File: config.mk
export PLATFORM = sky130hd
export DESIGN_NAME = ctrl_decoder
export DESIGN_NICKNAME = d
export VERILOG_FILES = /design/src/rtl/ctrl_dec_pkg.sv /design/src/rtl/dec_fields.sv /design/src/rtl/dec_class.sv /design/src/rtl/dec_funct.sv /design/src/rtl/dec_table.sv /design/src/rtl/ctrl_decoder.sv
export SDC_FILE = /design/constraint.sdc
export NUM_CORES = 1
export LEC_CHECK = 0
export BUFFER_PORTS_ARGS = -buffer_cell sky130_fd_sc_hd__buf_2
export CAP_MARGIN = 5
export CORE_AREA = 5 5 42 44
export DETAILED_ROUTE_END_ITERATION = 8
export DIE_AREA = 0 0 47 49
export PLACE_DENSITY = 0.48
export SETUP_SLACK_MARGIN = 0.5
export SYNTH_ARGS = -nofsm -noshare
export SYNTH_HDL_FRONTEND = slang
export SYNTH_SLANG_ARGS = --single-unit
File: constraint.sdc
create_clock -name vclk -period 2.95
set_input_delay 0.59 -clock vclk [all_inputs]
set_output_delay 0.59 -clock vclk [all_outputs]
set_load 0.005 [all_outputs]
File: src/rtl/ctrl_dec_pkg.sv
package ctrl_dec_pkg;

  localparam int unsigned OPC_W = 6;
  localparam int unsigned FNC_W = 6;

  typedef logic [OPC_W-1:0] opcode_t;
  typedef logic [FNC_W-1:0] funct_t;

  localparam opcode_t OPC_REG   = 6'h00;
  localparam opcode_t OPC_ORI   = 6'h0D;
  localparam opcode_t OPC_LOAD  = 6'h23;
  localparam opcode_t OPC_STORE = 6'h2B;
  localparam opcode_t OPC_BEQ   = 6'h04;

  localparam funct_t FNC_ADD = 6'h20;
  localparam funct_t FNC_SUB = 6'h22;

  typedef enum logic [1:0] {
    ALU_ADD  = 2'b00,
    ALU_SUB  = 2'b01,
    ALU_OR   = 2'b10,
    ALU_NONE = 2'b11
  } alu_op_e;

  typedef enum logic [2:0] {
    CLS_REG,
    CLS_ORI,
    CLS_LOAD,
    CLS_STORE,
    CLS_BEQ,
    CLS_BAD
  } iclass_e;

  typedef struct packed {
    logic    br_sel;
    logic    reg_we;
    logic    dst_rd;
    logic    imm_sx;
    logic    use_imm;
    alu_op_e alu;
    logic    mem_we;
    logic    wb_mem;
  } ctrl_t;

  localparam ctrl_t CTRL_SAFE = '{br_sel: 1'b0, reg_we: 1'b0, dst_rd: 1'b0,
                                  imm_sx: 1'b0, use_imm: 1'b0, alu: ALU_ADD,
                                  mem_we: 1'b0, wb_mem: 1'b0};

endpackage

File: src/rtl/dec_fields.sv
module dec_fields #(
  parameter int unsigned INSTR_W = 32,
  parameter int unsigned OP_W    = 6,
  parameter int unsigned FN_W    = 6
) (
  input  logic [INSTR_W-1:0] instr,
  output logic [OP_W-1:0]    opcode,
  output logic [FN_W-1:0]    funct
);
  localparam int unsigned OP_LSB = INSTR_W - OP_W;

  assign opcode = instr[INSTR_W-1:OP_LSB];
  assign funct  = instr[FN_W-1:0];
endmodule

File: src/rtl/dec_class.sv
module dec_class
  import ctrl_dec_pkg::*;
(
  input  opcode_t opcode,
  output iclass_e iclass
);
  always_comb begin
    case (opcode)
      OPC_REG:   iclass = CLS_REG;
      OPC_ORI:   iclass = CLS_ORI;
      OPC_LOAD:  iclass = CLS_LOAD;
      OPC_STORE: iclass = CLS_STORE;
      OPC_BEQ:   iclass = CLS_BEQ;
      default:   iclass = CLS_BAD;
    endcase
  end
endmodule

File: src/rtl/dec_funct.sv
module dec_funct
  import ctrl_dec_pkg::*;
(
  input  funct_t  funct,
  output logic    known,
  output alu_op_e alu
);
  always_comb begin
    known = 1'b0;
    alu   = ALU_ADD;
    case (funct)
      FNC_ADD: begin known = 1'b1; alu = ALU_ADD; end
      FNC_SUB: begin known = 1'b1; alu = ALU_SUB; end
      default: begin known = 1'b0; alu = ALU_ADD; end
    endcase
  end
endmodule

File: src/rtl/dec_table.sv
module dec_table
  import ctrl_dec_pkg::*;
(
  input  iclass_e iclass,
  input  logic    reg_fn_ok,
  input  alu_op_e reg_fn_alu,
  output ctrl_t   ctrl
);
  always_comb begin
    ctrl = CTRL_SAFE;
    case (iclass)
      CLS_REG: begin
        if (reg_fn_ok) begin
          ctrl.reg_we = 1'b1;
          ctrl.dst_rd = 1'b1;
          ctrl.alu    = reg_fn_alu;
        end
      end
      CLS_ORI: begin
        ctrl.reg_we  = 1'b1;
        ctrl.use_imm = 1'b1;
        ctrl.imm_sx  = 1'b0;
        ctrl.alu     = ALU_OR;
      end
      CLS_LOAD: begin
        ctrl.reg_we  = 1'b1;
        ctrl.imm_sx  = 1'b1;
        ctrl.use_imm = 1'b1;
        ctrl.alu     = ALU_ADD;
        ctrl.wb_mem  = 1'b1;
      end
      CLS_STORE: begin
        ctrl.mem_we  = 1'b1;
        ctrl.imm_sx  = 1'b1;
        ctrl.use_imm = 1'b1;
        ctrl.alu     = ALU_ADD;
      end
      CLS_BEQ: begin
        ctrl.br_sel = 1'b1;
        ctrl.alu    = ALU_SUB;
      end
      default: ctrl = CTRL_SAFE;
    endcase
  end
endmodule

File: src/rtl/ctrl_decoder.sv
module ctrl_decoder
  import ctrl_dec_pkg::*;
#(
  parameter int unsigned INSTR_W = 32
) (
  input  logic [INSTR_W-1:0] instr,
  output logic               pc_branch_sel,
  output logic               reg_we,
  output logic               dst_is_rd,
  output logic               imm_signed,
  output logic               alu_use_imm,
  output logic [1:0]         alu_op,
  output logic               mem_we,
  output logic               wb_from_mem
);
  opcode_t opcode;
  funct_t  funct;
  iclass_e iclass;
  logic    fn_known;
  alu_op_e fn_alu;
  ctrl_t   ctrl;

  dec_fields #(.INSTR_W(INSTR_W), .OP_W(OPC_W), .FN_W(FNC_W)) u_fields (
    .instr  (instr),
    .opcode (opcode),
    .funct  (funct)
  );

  dec_class u_class (
    .opcode (opcode),
    .iclass (iclass)
  );

  dec_funct u_funct (
    .funct (funct),
    .known (fn_known),
    .alu   (fn_alu)
  );

  dec_table u_table (
    .iclass     (iclass),
    .reg_fn_ok  (fn_known),
    .reg_fn_alu (fn_alu),
    .ctrl       (ctrl)
  );

  assign pc_branch_sel = ctrl.br_sel;
  assign reg_we        = ctrl.reg_we;
  assign dst_is_rd     = ctrl.dst_rd;
  assign imm_signed    = ctrl.imm_sx;
  assign alu_use_imm   = ctrl.use_imm;
  assign alu_op        = ctrl.alu;
  assign mem_we        = ctrl.mem_we;
  assign wb_from_mem   = ctrl.wb_mem;
endmodule

== Yosys cells after proc, flatten, opt, wreduce, memory -nomap -nowiden ==
Cells that the tools add are included.
Word-level totals
  register bits: 0
  bits of input ports: 32
  output and inout port bits: 9
  logic and storage cells: 27
Operators by class
  equality and inequality tests: 10
  mux-type cells: 12
  reductions and logical operators: 5
Operators with widths (number)
  6-bit == test, second input constant: 4
  3-bit case mux with 5 select lines: 1
  1-bit 2-to-1 mux: 7
  3-bit by 2-bit == test with 1-bit output, second input constant: 2
  6-bit by 3-bit == test with 1-bit output, second input constant: 1
  6-bit by 4-bit == test with 1-bit output, second input constant: 1
  6-bit zero test: 1
  2-bit case mux with 3 select lines: 1
  2-bit OR reduction: 3
  2-bit case mux with 2 select lines: 1
  3-bit by 1-bit == test with 1-bit output, second input constant: 1
  3-bit == test, second input constant: 1
  3-bit zero test: 1
  2-bit 2-to-1 mux: 1
  1-bit case mux with 2 select lines: 1

== Depth between registers and ports, before layout ==
Gate-level depths: netlist (run 1).
  depth after elaboration: 5
  depth in mapped cells: 4
  gate-level depth less buffers: 4

== By module ==
From an unflattened synthesis (run 1), not the netlist that was laid out.
Unflattened totals
  cell total of the unflattened synthesis: 40
  area total of the unflattened synthesis: 270.3 um^2
By module, submodules not included
  dec_fields: instances 1, cells each 12, area each 90.1 um^2, seq. area each 0.0 um^2
  dec_table: instances 1, cells each 13, area each 82.6 um^2, seq. area each 0.0 um^2
  dec_class: instances 1, cells each 10, area each 60.1 um^2, seq. area each 0.0 um^2
  dec_funct: instances 1, cells each 5, area each 37.5 um^2, seq. area each 0.0 um^2

== Worst setup path after synthesis (run 1) ==
No wires, ideal clock.
  path kind: input to output
  start point: input port instr[26]
  end point: output port reg_we
  arrival: 1293 ps
  required time: 2360 ps
  path slack: 1067 ps
  cell stages on the path: 4
  buffers on the path: 0
  cells stage by stage: nor3_1 -> nand2_1 -> nor3_2 -> a2bb2oi_1
Between the ends
  cells in the longest elaborated chain, start to end: 5
  elaborated cells between the ends (all ways): 11
  classes of those cells: eq/ne: 6; mux: 2; reduce/logical: 3
Ends and longest elaborated chain
  from (decl): line ctrl_decoder.sv:6  | input logic [INSTR_W-1:0] instr,
  6-bit by 3-bit == test with 1-bit output (tied with other cells): line dec_class.sv:8  | case (opcode)
  3-bit case mux with 5 select lines *: line dec_class.sv:8
  3-bit by 2-bit == test with 1-bit output / 3-bit by 1-bit == test with 1-bit output (equally long branches): line dec_table.sv:11  | case (iclass)
  2-bit OR reduction (no line)
  1-bit case mux with 2 select lines *: line dec_table.sv:11
  to (decl): line ctrl_decoder.sv:8  | output logic reg_we,
Every way passes the cells marked *; elsewhere a longest branch is shown, timed or not.

== Worst setup path after layout (run 1) ==
  start point: input port instr[29]
  end point: output port reg_we
The elaborated chain is that of the path after synthesis.

==> metrics.md, run 1 <==
| Metric | Value |
|---|---|
| I/O Buffers | `21` |
| Flop pwr share | `0` |
| Worst Setup End Kind | `output port` |
| FF+latch area | `0 sq um` |
| Seq/Total Area, Yosys | `0` |
| DRT Wirelength | `505 microns` |
| Max-Cap Viols | `0` |
| Yosys warns | `0` |
| Most common cell after layout, fill and taps aside | `buf_2` |
| Layout cell share with drive strength beyond 1 | `0.600` |
| GRT Util Overall | `0.0400` |
| CLK BUF | `0` |
| Die area | `2300 sq um` |
| Clock share of power | `0` |
| Setup TNS | `0 ns` |
| Post-synthesis mux area share | `0` |
| Sw frac | `0.480` |
| Area delta synth->final | `116%` |
| FP Rows | `14` |
| Commonest cells after routing, fill and taps aside | `21 x buf_2, 6 x nor2_1, 2 x nor3_1, 2 x nand3_1` |
| Minimum clock period | `2.14 ns` |
| Global-route wire length before repair | `745 microns` |
| Vias/cell | `3.75` |
| Status | `completed` |
| Leading area contributor after synthesis | `nor2_1` |
| Switching power | `0.00855 mW` |
| Complex-gate fraction of the synthesized area | `0.209` |
| Global route overflow | `0` |
| Largest family of logic cells by synthesized area | `simple AND/OR/NAND/NOR gates` |
| RSZ-0062 raised after global routing | `no` |
| DP Wirelength | `483 microns` |
| Worst path max stage delay | `about 0.21 ns` |
| Antenna Nets Post-Route | `0` |
| CP startpoint kind | `input pin` |
| Slew @ Worst Pin | `0.203 ns` |
| Initial antenna violation count | `0` |
| Initial core utilization | `0.0768` |
| DRT iter0 DRCs | `1` |
| Peak supply drop | `0.0000197 V` |
| IO Count | `just over 40` |
| Filler cell count | `between 150 and 200` |
| Mean Syn Cell Area | `5.66 sq um` |
| CP Data Required Time | `2.36 ns` |
| Top achievable clock speed | `around 0.47 GHz` |
| Resize count post-CTS | `0` |
| Routed wire length per instance | `between 9 and 10 microns` |
| P_int | `~0.0093 mW` |
| Post-Syn Instances | `19` |
| Final-report max-slew violation count | `0` |
| Post-route cell area | `233 sq um` |
| Post-synthesis simple-gate area fraction | `0.791` |
| Routed via count | `210` |
| Total power density per cell area | `~77 nW/um^2` |
| Lkg Pwr | `0.129 nW` |
| Tightest Hold Check Type | `input pin to output port` |
| Synth Area in Adders | `0` |
| Top cell by count, worst path | `buf_2` |
| Post-CTS setup buffer count | `0` |
| Arr. time, crit path | `around 1.6 ns` |
| WS Path Type | `input pin to output port` |
| ANT cells | `0` |
| Die Height | `49 microns` |
| Combinational Power Share | `1.000` |
| Yosys cell types | `12` |
| RD Place Congestion | `0.686` |
| Hold-fix buffers, CTS | `0` |
| Fin nets | `74` |
| Yosys top cell area share | `0.209` |
| Cell area after synthesis | `108 sq um` |
| Seq_cells | `0` |
| Crit Path Max Fanout | `5` |
| Number of global-route vias before repair | `185` |
| DRC | `0` |
| Core Area | `1400 sq um` |
| Multi-input gate area | `roughly 110 sq um` |
| Die width | `47 microns` |
| DP Area | `roughly 230 sq um` |
| Fin. Hold Viols | `0` |
| Pin count of the biggest net entering global routing | `6` |
| Setup violators final | `0` |
| DRT Pass-1 Iters | `2` |
| Final Cycle Share | `0.726` |
| Relative slew slack | `0.863` |
| Syn_nets | `51` |
| Synth area leaders | `nor2_1 21%, nand3_1 9.3%, nor3_1 9.3%, nor3_2 9.3%, a2bb2oi_1 8.1%` |
| CP cell instances | `buf_2 > nor3_1 > nand2_1 > nor3_2 > a2bb2oi_1 > buf_2` |
| Critical path's slowest cell | `nor3_1` |
| XOR/XNOR Fraction of Synth Area | `0` |
-- cell families after synthesis --
logic type         Yosys count
and+or+nand+nor             16
AOI/OAI and AO/OA            3
-- Yosys cell counts --
library cell  n
nand3b_1      1
nand2_1       1
and2_2        1
nor3_2        1
a2bb2oi_1     1
and3_2        1
nand3_1       2
nor3_1        2
a21oi_1       1
nor2_1        6
a41oi_1       1
nand2b_1      1
-- path summary, 6_finish.rpt --
path / start / to / slack (ns) / cells after the start
setup / recovery: instr[29] / reg_we / 0.81 / 6
hold / removal: instr[29] / wb_from_mem / 1.48 / 3
-- through the flow --
step | std cells | util | setup WS (ns) | hold WS (ns) | power [mW]
6_report | 56 | 0.166 | 0.807 | 1.48 | 0.0178
3_3_place_gp | 56 | 0.166 | 0.788 | 1.48 | 0.0176
3_5_place_dp | 56 | 0.166 | 0.784 | 1.48 | 0.0180
4_1_cts | 56 | 0.166 | 0.782 | 1.48 | 0.0181
2_1_floorplan | 19 | - | 1.07 | 1.21 | 0.00599
5_1_grt | 56 | 0.166 | 0.610 | 1.52 | 0.0200
-- area by class of cell --
class,instances,area share
multi-input cells,19,0.462
repair buffers,21,0.452
well taps,16,0.0860
-- worst max-delay path: cells and delay by family --
family,cells,cell delay [ns]
buffers and inverters,2,0.26
AND/OR/NAND/NOR,3,0.53
AO/OA/AOI/OAI,1,0.18
-- power groups by stage --
stage	Sequential, mW	Combinational (mW)	Clock (mW)
after global placement	0	0.0176	0
after CTS	0	0.0181	0
after detailed placement	0	0.0180	0
after global routing	0	0.0200	0
final	0	0.0178	0
after floorplan	0	0.00599	0
-- metal layers --
layer | vias to the layer above | track usage | wire length, microns
li1 | 113 | - | -
met1 | 79 | 0.0587 | 199
met2 | 18 | 0.0588 | 177
met3 | 0 | 0.0148 | 128
met4 | 0 | 0 | 0
met5 | - | 0 | 0
Note: power is estimated with default switching activity, not from simulation.
==> inputs of run 2 (changes only) <==
==> constraint.sdc (replaced) <==
create_clock -name vclk -period 2
set_input_delay 0.4 -clock vclk [all_inputs]
set_output_delay 0.4 -clock vclk [all_outputs]
set_load 0.005 [all_outputs]
==> metrics.md, run 2 (synthesized netlist as in run 1, its figures left out) <==
| Metric | Value |
|---|---|
| Status | `completed (unchanged)` |
| GRT Util Overall | `0.0492 (was 0.0400)` |
| Core Area | `1400 sq um (unchanged)` |
| Layout cell share with drive strength beyond 1 | `0.848 (was 0.600)` |
| Seq_cells | `0 (unchanged)` |
| Number of global-route vias before repair | `233 (was 185)` |
| Combinational Power Share | `1.000 (about the same)` |
| Relative slew slack | `0.807 (was 0.863)` |
| DRT Pass-1 Iters | `1 (was 2)` |
| Commonest cells after routing, fill and taps aside | `16 x buf_2, 5 x buf_6, 5 x buf_4 (was 21 x buf_2, 6 x nor2_1, 2 x nor3_1, 2 x nand3_1)` |
| Peak supply drop | `0.0000518 V (was 0.0000197 V)` |
| Filler cell count | `170 (was 174)` |
| CP startpoint kind | `input pin (unchanged)` |
| Routed wire length per instance | `9.89 microns (was 9.02 microns)` |
| Initial core utilization | `0.0768 (unchanged)` |
| IO Count | `41 (unchanged)` |
| Max-Cap Viols | `0 (unchanged)` |
| Minimum clock period | `1.68 ns` |
| Die Height | `49 microns (unchanged)` |
| Global-route wire length before repair | `903 microns (was 745 microns)` |
| Area delta synth->final | `240% (was 116%)` |
| Final Cycle Share | `0.840` |
| Fin nets | `80 (was 74)` |
| GR Util met1 | `0.0677 (was 0.0587)` |
| FF+latch area | `0 sq um (unchanged)` |
| Setup TNS | `0 ns (unchanged)` |
| DRT iter0 DRCs | `0 (was 1)` |
| Final-report max-slew violation count | `0 (unchanged)` |
| Switching power | `0.0190 mW (was 0.00855 mW)` |
| Routed via count | `248 (was 210)` |
| Setup violators final | `0 (unchanged)` |
| Global route overflow | `0 (unchanged)` |
| DRC | `0 (unchanged)` |
| RD Place Congestion | `0.680 (was 0.686)` |
| Pin count of the biggest net entering global routing | `6 (unchanged)` |
| Arr. time, crit path | `1.28 ns (was 1.55 ns)` |
| Vias/cell | `4.00 (was 3.75)` |
| Hold-fix buffers, CTS | `0 (unchanged)` |
| Flop pwr share | `0 (about the same)` |
| Final std cells w/o fill | `62 (was 56)` |
| ANT cells | `0 (unchanged)` |
| FP Rows | `14 (unchanged)` |
| Placed Cells | `56 (unchanged)` |
| WS Path Type | `input pin to output port (unchanged)` |
| Met3 usage | `0.0111 (was 0.0148)` |
| Tightest Hold Check Type | `input pin to output port (unchanged)` |
| DP Wirelength | `468 microns (was 483 microns)` |
| CP Data Required Time | `1.60 ns (was 2.36 ns)` |
| CLK BUF | `0 (unchanged)` |
| Lkg Pwr | `0.181 nW (was 0.129 nW)` |
| Die width | `47 microns (unchanged)` |
| Crit Path Max Fanout | `2 (was 5)` |
| Sw frac | `0.448 (was 0.480)` |
| Post-route cell area | `365 sq um (was 233 sq um)` |
| Most common cell after layout, fill and taps aside | `buf_2 (unchanged)` |
| Antenna Nets Post-Route | `0 (unchanged)` |
| I/O Buffers | `21 (unchanged)` |
| Initial antenna violation count | `0 (unchanged)` |
| P_int | `0.0235 mW (was 0.00928 mW)` |
| Worst Setup End Kind | `output port (unchanged)` |
| Die area | `2300 sq um (unchanged)` |
| Clock share of power | `0 (about the same)` |
| DRT Wirelength | `613 microns (was 505 microns)` |
| RSZ-0062 raised after global routing | `yes (was no)` |
| Top achievable clock speed | `just under 0.6 GHz` |
| Total power density per cell area | `116 nW/um^2 (was 76.6 nW/um^2)` |
| M2 GR Usage | `0.0814 (was 0.0588)` |
| DP Area | `233 sq um (unchanged)` |
| Final Power | `0.0425 mW (was 0.0178 mW)` |
| Busiest grt layer | `met2 (unchanged)` |
| Slew @ Worst Pin | `0.285 ns (was 0.203 ns)` |
| Fin. Hold Viols | `0 (unchanged)` |
## run 2: cell types whose count changed in the layout (fill, tap and decap cells not counted), moves of 2 or more
cell	previous run	this run
buf_2	21	16
buf_4	0	5
buf_6	0	5
nor2_1	6	1
nor2_2	0	4
nor3_4	0	2
## run 2: routing by layer
metal / vias to the layer above / part of all wire / wire, microns
met5: - / 0 / 0
met2: 17 / 0.46 / 280
met4: 0 / 0 / 0
met1: 107 / 0.39 / 240
met3: 0 / 0.15 / 92
li1: 124 / - / -
## run 2: final timing paths
path	depth (start not counted)	from	slack [ns]	endpoint
setup / recovery	7	instr[30]	0.32	dst_is_rd
hold / removal	4	instr[28]	1.10	alu_op[0]
## run 2: cell type report
cell class	count	area, sq um	area share
repair buffers	27	189	0.517
well taps	16	20.0	0.0548
multi-input cells	19	156	0.428
## run 2: critical path, stage by stage
cell and delay, ns:
buf_6 0.10, nor3_4 0.18, nand2_2 0.09, nor3_4 0.21, buf_4 0.14, buf_6 0.08
buf_6 0.08
## run 2: power groups by stage
stage               combinational [mW]  sequential [mW]  clock [mW]
finish                          0.0425                0           0
global route                    0.0466                0           0
CTS                             0.0347                0           0
detailed placement              0.0262                0           0
global placement                0.0260                0           0
floorplan                      0.00887                0           0
## run 2: per-stage QoR
step / worst slack, ns / utilization / hold WS, ns
after floorplan: 0.510 / - / 0.828
after global placement: 0.240 / 0.166 / 1.10
after detailed placement: 0.212 / 0.166 / 1.10
after CTS: 0.343 / 0.212 / 1.13
after global routing: 0.267 / 0.261 / 1.14
final: 0.320 / 0.261 / 1.10
## run 2: what timing repair did
action                     4_1_cts  5_1_grt
gates resized for setup          9       13
gates cloned                     0        0
setup endpoints to repair        4        7
pin swaps                        3        7
buffers inserted                 3        3
